[config.mk]
export PLATFORM = sky130hd
export DESIGN_NAME = dlloff_seq
export DESIGN_NICKNAME = d
export VERILOG_FILES = /design/src/rtl/dlloff_pkg.sv /design/src/rtl/dlloff_wait_ctr.sv /design/src/rtl/dlloff_fsm.sv /design/src/rtl/dlloff_pin_drv.sv /design/src/rtl/dlloff_seq.sv
export SDC_FILE = /design/constraint.sdc
export NUM_CORES = 1
export LEC_CHECK = 0
export BUFFER_PORTS_ARGS = -buffer_cell sky130_fd_sc_hd__buf_2
export CAP_MARGIN = 0
export CORE_MARGIN = 2
export CORE_UTILIZATION = 40
export DETAILED_ROUTE_END_ITERATION = 7
export HOLD_SLACK_MARGIN = 0.05
export MAX_ROUTING_LAYER = met4
export PLACE_DENSITY = 0.81
export RECOVER_POWER = 100
export SYNTH_ARGS = -nofsm -noshare
export SYNTH_HDL_FRONTEND = slang
export SYNTH_SLANG_ARGS = --single-unit
[constraint.sdc]
create_clock -name clk_i -period 1.8 [get_ports clk_i]
set_input_delay 0.36 -clock clk_i [delete_from_list [all_inputs] [get_ports clk_i]]
set_output_delay 0.36 -clock clk_i [all_outputs]
set_load 0.005 [all_outputs]
[src/rtl/dlloff_pkg.sv]
package dlloff_pkg;
   typedef enum logic [1:0] {
      CMD_NOP = 2'd0,
      CMD_MRS = 2'd1,
      CMD_SRE = 2'd2,
      CMD_SRX = 2'd3
   } cmd_e;

   typedef enum logic [3:0] {
      ST_IDLE, ST_MR1, ST_W1, ST_SRE, ST_WSRE, ST_CREQ, ST_WSRX,
      ST_SRX, ST_WXS, ST_MR0, ST_W2, ST_MR2, ST_W3, ST_DONE
   } state_e;

   localparam int unsigned MR0_SEL = 0;
   localparam int unsigned MR1_SEL = 1;
   localparam int unsigned MR2_SEL = 2;
endpackage

[src/rtl/dlloff_wait_ctr.sv]
module dlloff_wait_ctr #(
   parameter int unsigned CNT_W = 8
) (
   input  logic             clk_i,
   input  logic             rst_ni,
   input  logic             load_i,
   input  logic [CNT_W-1:0] val_i,
   output logic             zero_o
);
   logic [CNT_W-1:0] cnt_q;

   always_ff @(posedge clk_i) begin
      if (!rst_ni)             cnt_q <= '0;
      else if (load_i)         cnt_q <= val_i;
      else if (cnt_q != '0)    cnt_q <= cnt_q - 1'b1;
   end

   assign zero_o = (cnt_q == '0);
endmodule

[src/rtl/dlloff_fsm.sv]
module dlloff_fsm
   import dlloff_pkg::*;
#(
   parameter int unsigned CNT_W = 8
) (
   input  logic             clk_i,
   input  logic             rst_ni,
   input  logic             start_i,
   input  logic             idle_i,
   input  logic             ack_i,
   input  logic             zero_i,
   input  logic [CNT_W-1:0] t_mod_i,
   input  logic [CNT_W-1:0] t_cksre_i,
   input  logic [CNT_W-1:0] t_cksrx_i,
   input  logic [CNT_W-1:0] t_xs_i,
   output state_e           state_o,
   output logic             load_o,
   output logic [CNT_W-1:0] load_val_o,
   output logic             err_o
);
   state_e state_q, state_d;
   logic   err_q;

   always_comb begin
      state_d = state_q;
      unique case (state_q)
         ST_IDLE: if (start_i && idle_i) state_d = ST_MR1;
         ST_MR1:  state_d = ST_W1;
         ST_W1:   if (zero_i) state_d = ST_SRE;
         ST_SRE:  state_d = ST_WSRE;
         ST_WSRE: if (zero_i) state_d = ST_CREQ;
         ST_CREQ: if (ack_i)  state_d = ST_WSRX;
         ST_WSRX: if (zero_i) state_d = ST_SRX;
         ST_SRX:  state_d = ST_WXS;
         ST_WXS:  if (zero_i) state_d = ST_MR0;
         ST_MR0:  state_d = ST_W2;
         ST_W2:   if (zero_i) state_d = ST_MR2;
         ST_MR2:  state_d = ST_W3;
         ST_W3:   if (zero_i) state_d = ST_DONE;
         ST_DONE: state_d = ST_IDLE;
         default: state_d = ST_IDLE;
      endcase
   end

   always_comb begin
      load_o     = 1'b0;
      load_val_o = t_mod_i;
      unique case (state_q)
         ST_MR1, ST_MR0, ST_MR2: load_o = 1'b1;
         ST_SRE:  begin load_o = 1'b1;  load_val_o = t_cksre_i; end
         ST_CREQ: begin load_o = ack_i; load_val_o = t_cksrx_i; end
         ST_SRX:  begin load_o = 1'b1;  load_val_o = t_xs_i;    end
         default: ;
      endcase
   end

   always_ff @(posedge clk_i) begin
      if (!rst_ni) begin
         state_q <= ST_IDLE;
         err_q   <= 1'b0;
      end else begin
         state_q <= state_d;
         err_q   <= start_i && ((state_q != ST_IDLE) || !idle_i);
      end
   end

   assign state_o = state_q;
   assign err_o   = err_q;
endmodule

[src/rtl/dlloff_pin_drv.sv]
module dlloff_pin_drv
   import dlloff_pkg::*;
#(
   parameter int unsigned ADDR_W     = 14,
   parameter int unsigned BA_W       = 3,
   parameter bit          ODT_STRICT = 1'b0
) (
   input  logic              clk_i,
   input  logic              rst_ni,
   input  state_e            state_i,
   input  logic              term_nom_en_i,
   input  logic              term_wr_en_i,
   input  logic              odt_i,
   input  logic [ADDR_W-1:0] mr1_val_i,
   input  logic [ADDR_W-1:0] mr0_val_i,
   input  logic [ADDR_W-1:0] mr2_val_i,
   output logic [1:0]        cmd_o,
   output logic [BA_W-1:0]   ba_o,
   output logic [ADDR_W-1:0] addr_o,
   output logic              cke_o,
   output logic              odt_o
);
   logic term_q;
   logic in_sr, post_srx, odt_post;
   cmd_e cmd;

   always_ff @(posedge clk_i) begin
      if (!rst_ni)                term_q <= 1'b0;
      else if (state_i == ST_SRE) term_q <= term_nom_en_i | term_wr_en_i;
   end

   always_comb begin
      cmd    = CMD_NOP;
      ba_o   = '0;
      addr_o = '0;
      unique case (state_i)
         ST_MR1: begin
            cmd    = CMD_MRS;
            ba_o   = BA_W'(MR1_SEL);
            addr_o = mr1_val_i | ADDR_W'(1);
         end
         ST_MR0: begin
            cmd    = CMD_MRS;
            ba_o   = BA_W'(MR0_SEL);
            addr_o = mr0_val_i;
         end
         ST_MR2: begin
            cmd    = CMD_MRS;
            ba_o   = BA_W'(MR2_SEL);
            addr_o = mr2_val_i;
         end
         ST_SRE:  cmd = CMD_SRE;
         ST_SRX:  cmd = CMD_SRX;
         default: ;
      endcase
   end
   assign cmd_o = cmd;

   assign in_sr    = (state_i == ST_SRE) || (state_i == ST_WSRE) ||
                     (state_i == ST_CREQ) || (state_i == ST_WSRX);
   assign post_srx = (state_i == ST_SRX) || (state_i == ST_WXS) ||
                     (state_i == ST_MR0) || (state_i == ST_W2) ||
                     (state_i == ST_MR2) || (state_i == ST_W3) ||
                     (state_i == ST_DONE);
   assign cke_o = !in_sr;

   generate
      if (ODT_STRICT) begin : g_odt_strict
         assign odt_post = 1'b0;
      end else begin : g_odt_free
         assign odt_post = term_q ? 1'b0 : odt_i;
      end
   endgenerate

   assign odt_o = (state_i == ST_IDLE) ? odt_i :
                  post_srx             ? odt_post : 1'b0;
endmodule

[src/rtl/dlloff_seq.sv]
module dlloff_seq
   import dlloff_pkg::*;
#(
   parameter int unsigned CNT_W      = 8,
   parameter int unsigned ADDR_W     = 14,
   parameter int unsigned BA_W       = 3,
   parameter bit          ODT_STRICT = 1'b0
) (
   input  logic              clk_i,
   input  logic              rst_ni,
   input  logic              start_i,
   input  logic              idle_i,
   input  logic [CNT_W-1:0]  t_mod_i,
   input  logic [CNT_W-1:0]  t_cksre_i,
   input  logic [CNT_W-1:0]  t_cksrx_i,
   input  logic [CNT_W-1:0]  t_xs_i,
   input  logic              term_nom_en_i,
   input  logic              term_wr_en_i,
   input  logic              odt_i,
   input  logic [ADDR_W-1:0] mr1_val_i,
   input  logic [ADDR_W-1:0] mr0_val_i,
   input  logic [ADDR_W-1:0] mr2_val_i,
   input  logic              clk_chg_ack_i,
   output logic              clk_chg_req_o,
   output logic [1:0]        cmd_o,
   output logic [BA_W-1:0]   ba_o,
   output logic [ADDR_W-1:0] addr_o,
   output logic              cke_o,
   output logic              odt_o,
   output logic              busy_o,
   output logic              done_o,
   output logic              err_o
);
   if (CNT_W < 2)  $error("CNT_W must be at least 2");
   if (ADDR_W < 4) $error("ADDR_W must be at least 4");
   if (BA_W < 2)   $error("BA_W must be at least 2");

   state_e           state;
   logic             load, zero;
   logic [CNT_W-1:0] load_val;

   dlloff_fsm #(.CNT_W(CNT_W)) fsm_i (
      .clk_i, .rst_ni, .start_i, .idle_i,
      .ack_i(clk_chg_ack_i), .zero_i(zero),
      .t_mod_i, .t_cksre_i, .t_cksrx_i, .t_xs_i,
      .state_o(state), .load_o(load), .load_val_o(load_val), .err_o(err_o)
   );

   dlloff_wait_ctr #(.CNT_W(CNT_W)) ctr_i (
      .clk_i, .rst_ni, .load_i(load), .val_i(load_val), .zero_o(zero)
   );

   dlloff_pin_drv #(.ADDR_W(ADDR_W), .BA_W(BA_W), .ODT_STRICT(ODT_STRICT)) drv_i (
      .clk_i, .rst_ni, .state_i(state),
      .term_nom_en_i, .term_wr_en_i, .odt_i,
      .mr1_val_i, .mr0_val_i, .mr2_val_i,
      .cmd_o, .ba_o, .addr_o, .cke_o, .odt_o
   );

   assign clk_chg_req_o = (state == ST_CREQ);
   assign busy_o        = (state != ST_IDLE);
   assign done_o        = (state == ST_DONE);
endmodule

==> results.yml, run 1 <==
placement:
  place_hpwl_mm: 3.54
  place.gp.congestion: 0.836
  detailedPlace.worstSlack_ps: 126
  placement.io_buffers: 104
min_path:
  hold_class: "input pin to register"
yosys:
  synth_top_family_by_area: "compound AO/OA/AOI/OAI gates"
  synth_most_common_cell: "inv_1"
  seq_area_frac_synth_pct: 20.1
  synth_compound_area_share_pct: 33.6
  ys_top_cells_by_count: "inv_1, a21oi_1, dfxtp_1, a222oi_1, nor2_1"
  register_bit_count_reported_by_yosys: 14
  post_synth_inst_count: 189
  adder_and_majority_cell_fraction_of_the_synthesized_area_pct: 1.80
  synth_flop_cell: "dfxtp_1"
  synth_cell_types: 44
  yosysTopAreaCell: "dfxtp_1"
  synth_enable_flop_cells: 0
  synth_xor_xnor_area_share_pct: 3.15
  synth_top_cells_by_area: "dfxtp_1, a222oi_1, mux2i_1, inv_1, a21oi_1"
  multiplexer_area_fraction_after_synthesis_pct: 7.55
  post-synth-top-area-fraction_pct: 20.1
  synth-async-reset-ratio_pct: 0
  synth_simple_gate_area_share_pct: 22.0
  synth_fp_nets: 273
  syn_area_um2: 1390
  ys_warn_count: 0
  syn_avg_cell_area_um2: 7.36
global_routing:
  first_pass_grt_wire_length_mm: 8.05
  grt_util_all_layers_pct: 25.5
  first_global_vias: 1709
  grt_max_degree: 19
  grt_overflow_total: 0
  initial_antenna_violation_count: 0
drt:
  finalWirelength_mm: 5.56
  detailedRoute.firstIterationViolations: 281
  wl_per_cell_um: 15.5
  vias_per_cell: 5.68
  drc_errors: 0
  detail_route.first_pass.iterations: 7
  route.antenna.remaining_nets: 0
  routed-via-count: 2039
timing:
  layout_min_cycle_time_ps: 2060
  slew_viol_final: 0
  finalSetupViolations: 17
  setup_total_negative_slack_ps: -1280
  layout_worst_path_cycle_share_pct: 114
  clock_skew_ps: 14.5
  layout_setup_ws_ps: -257
  achievable_clock_frequency_mhz: 486
  grt_setup_unrepaired: "true"
  timing.final.hold_violations: 0
clock_network:
  clkSlewWorstSetupHoldPaths_ps: 110
  number_of_buffers_inserted_by_hold_repair_at_cts: 0
  clockRootBuffer: "clkbuf_4"
  cts_inserted_buffers: 3
  h_tree_levels: 1
  clock_latency_reported_for_the_late_side_of_the_worst_skew_pair_ps: 300
  numClockSinks: 14
  cts_max_path_buffers: 2
  tritoncts_clock_tree: "done"
floorplan:
  die-width_um: 63.0
  design.core.area_um2: 3340
  die_area_um2: 3970
  top_level_ports: 107
  dieHeight_um: 63.0
  floorplan.initialDensity_pct: 41.7
  placement_rows: 21
power:
  p_per_area_nw_per_um2: 764
  pwr-share-comb_pct: 58.5
  vdd.ir_drop.worst_mv: 0.761
  leakagePower_nw: 1.23
  total_switching_power_uw: 716
  internal_power_mw: 1.08
  power.share.clock_pct: 13.5
  seq_power_share_pct: 28.0
  power_switching_share_pct: 39.8
worst_setup_path:
  critPathMaxFanout: 8
  worst_path_largest_cell_delay_ps: 480
  critical_path_cell_by_cell: "nand2_4 > nor2_4 > buf_6 > a222oi_1 > inv_1 > buf_2"
  cp_launch_type: "register"
  timing.critical_path.arrival_ps: 1700
  worst_ep_required_time_ps: 1440
  timing_worst_setup_path_type: "register to output pin"
  slowest_stage: "a222oi_1"
  cp.buffers_inverters: 3
  top_cell_family_by_delay_on_the_critical_path: "compound AO/OA/AOI/OAI gates"
  critical_path.endpoint_type: "output pin"
status:
  violations: "negative setup slack"
  run_status: "finished, violations left"
finish:
  design.final.nets: 398
  area_growth_pct: 69.4
  antenna-diode-count: 0
  final_layout_size_suffix_gt1_share_pct: 52.4
flow_run:
  maxCapViolCount: 0
power groups by stage:
stage | registers, mW | clock network (mW) | logic, mW
floorplan | 0.479 | 0 | 0.672
global placement | 0.497 | 0 | 0.894
detailed placement | 0.501 | 0 | 0.924
CTS | 0.501 | 0.241 | 1.01
global route | 0.518 | 0.255 | 1.15
finish | 0.504 | 0.243 | 1.05
what timing repair did:
| action | in CTS | in global routing |
|---|---|---|
| setup buffers | 9 | 7 |
| cloned | 4 | 1 |
| pin swaps | 15 | 12 |
| endpoints found under the setup margin | 19 | 22 |
| gates resized for setup | 31 | 18 |
worst register-to-register path, cell delays in order (launching register included):
cell      delay, ps
dfxtp_1         360
nor4_4          430
nand4b_4        220
mux2_4          350
a221oi_2        250
per-layer routing:
layer	up-vias	part of all wire [%]	GRT usage, %
met4	0	3.3	8.33
met2	113	50	40.6
met3	32	7.4	4.32
met1	936	39	32.7
met5	-	0	-
li1	958	-	-
final timing paths:
kind | startpoint | slack (ps) | cells past startpoint | endpoint
setup / recovery | fsm_i.state_o[0]$_SDFFE_PN0P_ | -260 | 6 | addr_o[10]
hold / removal | idle_i | 250 | 2 | fsm_i.err_o$_SDFF_PN0_
setup reg to reg | ctr_i.cnt_q[4]$_SDFFE_PN0P_ | 110 | 4 | ctr_i.cnt_q[1]$_SDFFE_PN0P_
hold reg to reg | drv_i.term_q$_SDFFE_PN0P_ | 530 | 2 | drv_i.term_q$_SDFFE_PN0P_
per-stage QoR:
stage               cell area [um^2]  hold slack, ps  total power [mW]  cells  utilization, %
global placement                2000             476              1.39    335            60.0
detailed placement              2000             484              1.42    335            60.0
global route                    2360             246              1.92    359            70.6
CTS                             2250             241              1.75    352            67.5
finish                          2360             247              1.80    359            70.6
floorplan                       1390             447              1.15    189               -
sequential cells by signal, summed over array words and instances (netlist names):
register and cells:
fsm_i.err_o 1, drv_i.term_q 1, ctr_i.cnt_q 8, fsm_i.state_o 4
logic make-up after synthesis:
group / Yosys count
flip-flops: 14
XOR/XNOR: 5
AO/OA/AOI/OAI: 64
adder cells (fa/ha/maj): 2
buffers and inverters: 39
other: 1
AND/OR/NAND/NOR: 54
multiplexers: 10
cell usage in the layout (no fill, tap or decap), types with 2 or more instances in the layout:
cell type / instances
a211o_1: 2
a211oi_1: 4
a21oi_1: 14
a222oi_1: 13
a311oi_1: 2
a31oi_1: 5
and2_1: 3
buf_2: 104
buf_4: 18
buf_6: 12
clkbuf_4: 3
dfxtp_1: 10
dfxtp_4: 3
ha_1: 2
inv_1: 22
mux2i_1: 9
nand2_1: 9
nand2b_4: 3
nand3_1: 6
nand4_1: 2
nor2_1: 9
nor2_4: 2
nor3_1: 4
nor3_4: 2
o21a_1: 2
o21ai_0: 9
o221ai_1: 4
o22ai_1: 2
xnor2_1: 3
xor2_1: 2
final cells by class:
type / instances / area, um^2
Multi-Input combinational cell: 136 / 1050
Fill cell: 277 / 980
Timing Repair Buffer: 137 / 842
Sequential cell: 14 / 293
Inverter: 22 / 82.6
Tap cell: 46 / 57.6
Clock buffer: 4 / 36.3
(Power assumes the default switching activity.)
==> run 2: changes to the inputs <==
--- a/config.mk
+++ b/config.mk
@@ -8,7 +8,7 @@
 export BUFFER_PORTS_ARGS = -buffer_cell sky130_fd_sc_hd__buf_2
 export CAP_MARGIN = 0
 export CORE_MARGIN = 2
-export CORE_UTILIZATION = 40
+export CORE_UTILIZATION = 42
 export DETAILED_ROUTE_END_ITERATION = 7
 export HOLD_SLACK_MARGIN = 0.05
 export MAX_ROUTING_LAYER = met4
@@ -16,4 +16,5 @@
 export RECOVER_POWER = 100
 export SYNTH_ARGS = -nofsm -noshare
 export SYNTH_HDL_FRONTEND = slang
+export SYNTH_HIERARCHICAL = 1
 export SYNTH_SLANG_ARGS = --single-unit
==> results.yml, run 2 <==
status:
  run_status: "finished, violations left"
  violations: "negative setup slack"
timing:
  setup_total_negative_slack_ps: -272
  layout_worst_path_cycle_share_pct: 104
  hold_slack_ps: 289
  grt_setup_unrepaired: "true"
  achievable_clock_frequency_mhz: 536
  clock_skew_ps: 0.588
  layout_setup_ws_ps: -66.5
  slew_viol_final: 0
  timing.final.hold_violations: 0
  layout_min_cycle_time_ps: 1870
  finalSetupViolations: 8
yosys:
  ys_warn_count: 6
  yosysTopAreaCell: "dfxtp_1"
  seq_area_frac_synth_pct: 17.7
  synth_simple_gate_area_share_pct: 29.1
  post-synth-top-area-fraction_pct: 17.7
  register_bit_count_reported_by_yosys: 14
  synth_top_family_by_area: "compound AO/OA/AOI/OAI gates"
  syn_avg_cell_area_um2: 7.91
  synth_top_cells_by_area: "dfxtp_1, a222oi_1, mux2i_1, inv_1, buf_6"
  ys_top_cells_by_count: "inv_1, nand2_1, dfxtp_1, a222oi_1"
  synth-async-reset-ratio_pct: 0
  synth_cell_types: 55
  synth_compound_area_share_pct: 29.6
  syn_area_um2: 1580
  multiplexer_area_fraction_after_synthesis_pct: 6.56
  synth_fp_nets: 283
  synth_xor_xnor_area_share_pct: 3.87
  adder_and_majority_cell_fraction_of_the_synthesized_area_pct: 0.791
  post_synth_inst_count: 200
  synth_flop_cell: "dfxtp_1"
  synth_most_common_cell: "inv_1"
  synth_enable_flop_cells: 0
floorplan:
  die_area_um2: 4280
  top_level_ports: 107
  floorplan.initialDensity_pct: 43.6
  design.core.area_um2: 3630
  placement_rows: 22
  die-width_um: 65.4
  dieHeight_um: 65.4
clock_network:
  cts_inserted_buffers: 3
  numClockSinks: 14
  number_of_buffers_inserted_by_hold_repair_at_cts: 0
  tritoncts_clock_tree: "done"
  clkSlewWorstSetupHoldPaths_ps: 60
  h_tree_levels: 1
  cts_max_path_buffers: 2
  clockRootBuffer: "clkbuf_8"
  clock_latency_reported_for_the_late_side_of_the_worst_skew_pair_ps: 250
finish:
  finalCoreUtilization_pct: 64.5
  mostFrequentLayoutCell: "buf_2"
  regMostFlops: "ctr_i/cnt_q"
  antenna-diode-count: 0
  design.final.nets: 399
  final_layout_size_suffix_gt1_share_pct: 48.3
  area_growth_pct: 48.1
  number_of_flip_flops_under_the_largest_register_name: 8
  fill_cell_total_of_the_finished_layout: 340
  layout_common_cells: "buf_2, inv_1, nand2_1, buf_4, a222oi_1"
drt:
  routed-via-count: 1990
  wl_per_cell_um: 13.6
  route.antenna.remaining_nets: 0
  detail_route.first_pass.iterations: 6
  vias_per_cell: 5.48
  finalWirelength_mm: 4.94
  detailedRoute.firstIterationViolations: 121
  drc_errors: 0
worst_setup_path:
  cp_launch_type: "register"
  slowest_stage: "dfxtp_2"
  critical_path_cell_by_cell: "buf_12 > or3_4 > a21oi_2 > o21a_1 > buf_2"
  timing_worst_setup_path_type: "register to output pin"
  critical_path.endpoint_type: "output pin"
  worst_path_largest_cell_delay_ps: 350
  timing.critical_path.arrival_ps: 1510
  worst_ep_required_time_ps: 1440
  critPathMaxFanout: 45
placement:
  place_hpwl_mm: 3.50
  place.gp.congestion: 0.802
  placement.io_buffers: 104
flow_run:
  maxCapViolCount: 0
power:
  vdd.ir_drop.worst_mv: 0.502
  power.total_mw: 2.40
  p_per_area_nw_per_um2: 1020
  leakagePower_nw: 1.19
global_routing:
  first_pass_grt_wire_length_mm: 7.41
  grt_util_all_layers_pct: 22.0
  initial_antenna_violation_count: 0
  first_global_vias: 1779
  grt_overflow_total: 0
  grt_max_degree: 46
min_path:
  hold_class: "input pin to register"
## run 2: cell count changes after synthesis, sizes merged, moves of 4 or more
cell / before / now
a211oi: 4 / 0
a21oi: 15 / 8
inv: 22 / 18
nand2: 11 / 17
nand3b: 0 / 4
nor2: 12 / 6
nor2b: 3 / 8
o31ai: 0 / 4
## run 2: power by group
group | internal [mW] | switching, mW
Combinational | 0.787 | 0.754
Clock | 0.194 | 0.116
Sequential | 0.415 | 0.130
Total | 1.40 | 1.00
## run 2: metrics by stage
| step | instance area (um^2) | setup slack [ps] | std cells |
|---|---|---|---|
| 6_report | 2340 | -66.5 | 363 |
| 5_1_grt | 2340 | -122 | 363 |
| 4_1_cts | 2290 | -18.0 | 360 |
| 3_5_place_dp | 2160 | -3.30 | 350 |
| 3_3_place_gp | 2160 | 94.7 | 350 |
| 2_1_floorplan | 1580 | 31.5 | 200 |
## run 2: worst paths after layout
check | startpoint | to | slack, ps | cells after the start
worst max-delay path | fsm_i/state_o[2]$_SDFFE_PN0P_ | odt_o | -70 | 5
worst min-delay path | idle_i | fsm_i/err_o$_SDFF_PN0_ | 290 | 2
worst max register to register | ctr_i/cnt_q[4]$_SDFFE_PN0P_ | fsm_i/state_o[2]$_SDFFE_PN0P_ | 100 | 5
worst min register to register | ctr_i/cnt_q[1]$_SDFFE_PN0P_ | ctr_i/cnt_q[1]$_SDFFE_PN0P_ | 530 | 2
## run 2: cell type report
| cell class | count | area [um^2] | share of cell area (%) |
|---|---|---|---|
| Inverter | 18 | 67.6 | 2.88 |
| Sequential cell | 14 | 293 | 12.5 |
| Clock buffer | 4 | 55.1 | 2.35 |
| Tap cell | 48 | 60.1 | 2.56 |
| Timing Repair Buffer | 126 | 708 | 30.2 |
| Multi-Input combinational cell | 153 | 1160 | 49.5 |
## run 2: cell families (layout without fill, tap and decap cells)
| group | Yosys count | count (layout) |
|---|---|---|
| XOR/XNOR | 7 | 7 |
| AND/OR/NAND/NOR | 71 | 73 |
| AO/OA/AOI/OAI | 61 | 61 |
| adder cells (fa/ha/maj) | 1 | 1 |
| other | 1 | 1 |
| buffers and inverters | 35 | 148 |
| multiplexers | 10 | 10 |
| flip-flops | 14 | 14 |
## run 2: critical path, delay by kind of cell, from the launching register on
kind | cells | cell delay, ps
flip-flops | 1 | 350
AO/OA/AOI/OAI | 2 | 270
AND/OR/NAND/NOR | 1 | 340
buffers and inverters | 2 | 280
## run 2: timing repair
item | 4_1_cts | 5_1_grt
pin swaps | 6 | 13
setup buffers | 6 | 1
gates resized for setup | 12 | 6
cloned | 0 | 2
endpoints found under the setup margin | 17 | 19
## run 2: routing by layer
layer | wire length (um) | global-route usage, % | part of all wire, %
met5 | 0 | - | 0
met4 | 36 | 5.73 | 0.73
met3 | 330 | 1.88 | 6.7
met2 | 2590 | 44.3 | 52
met1 | 1980 | 22.7 | 40
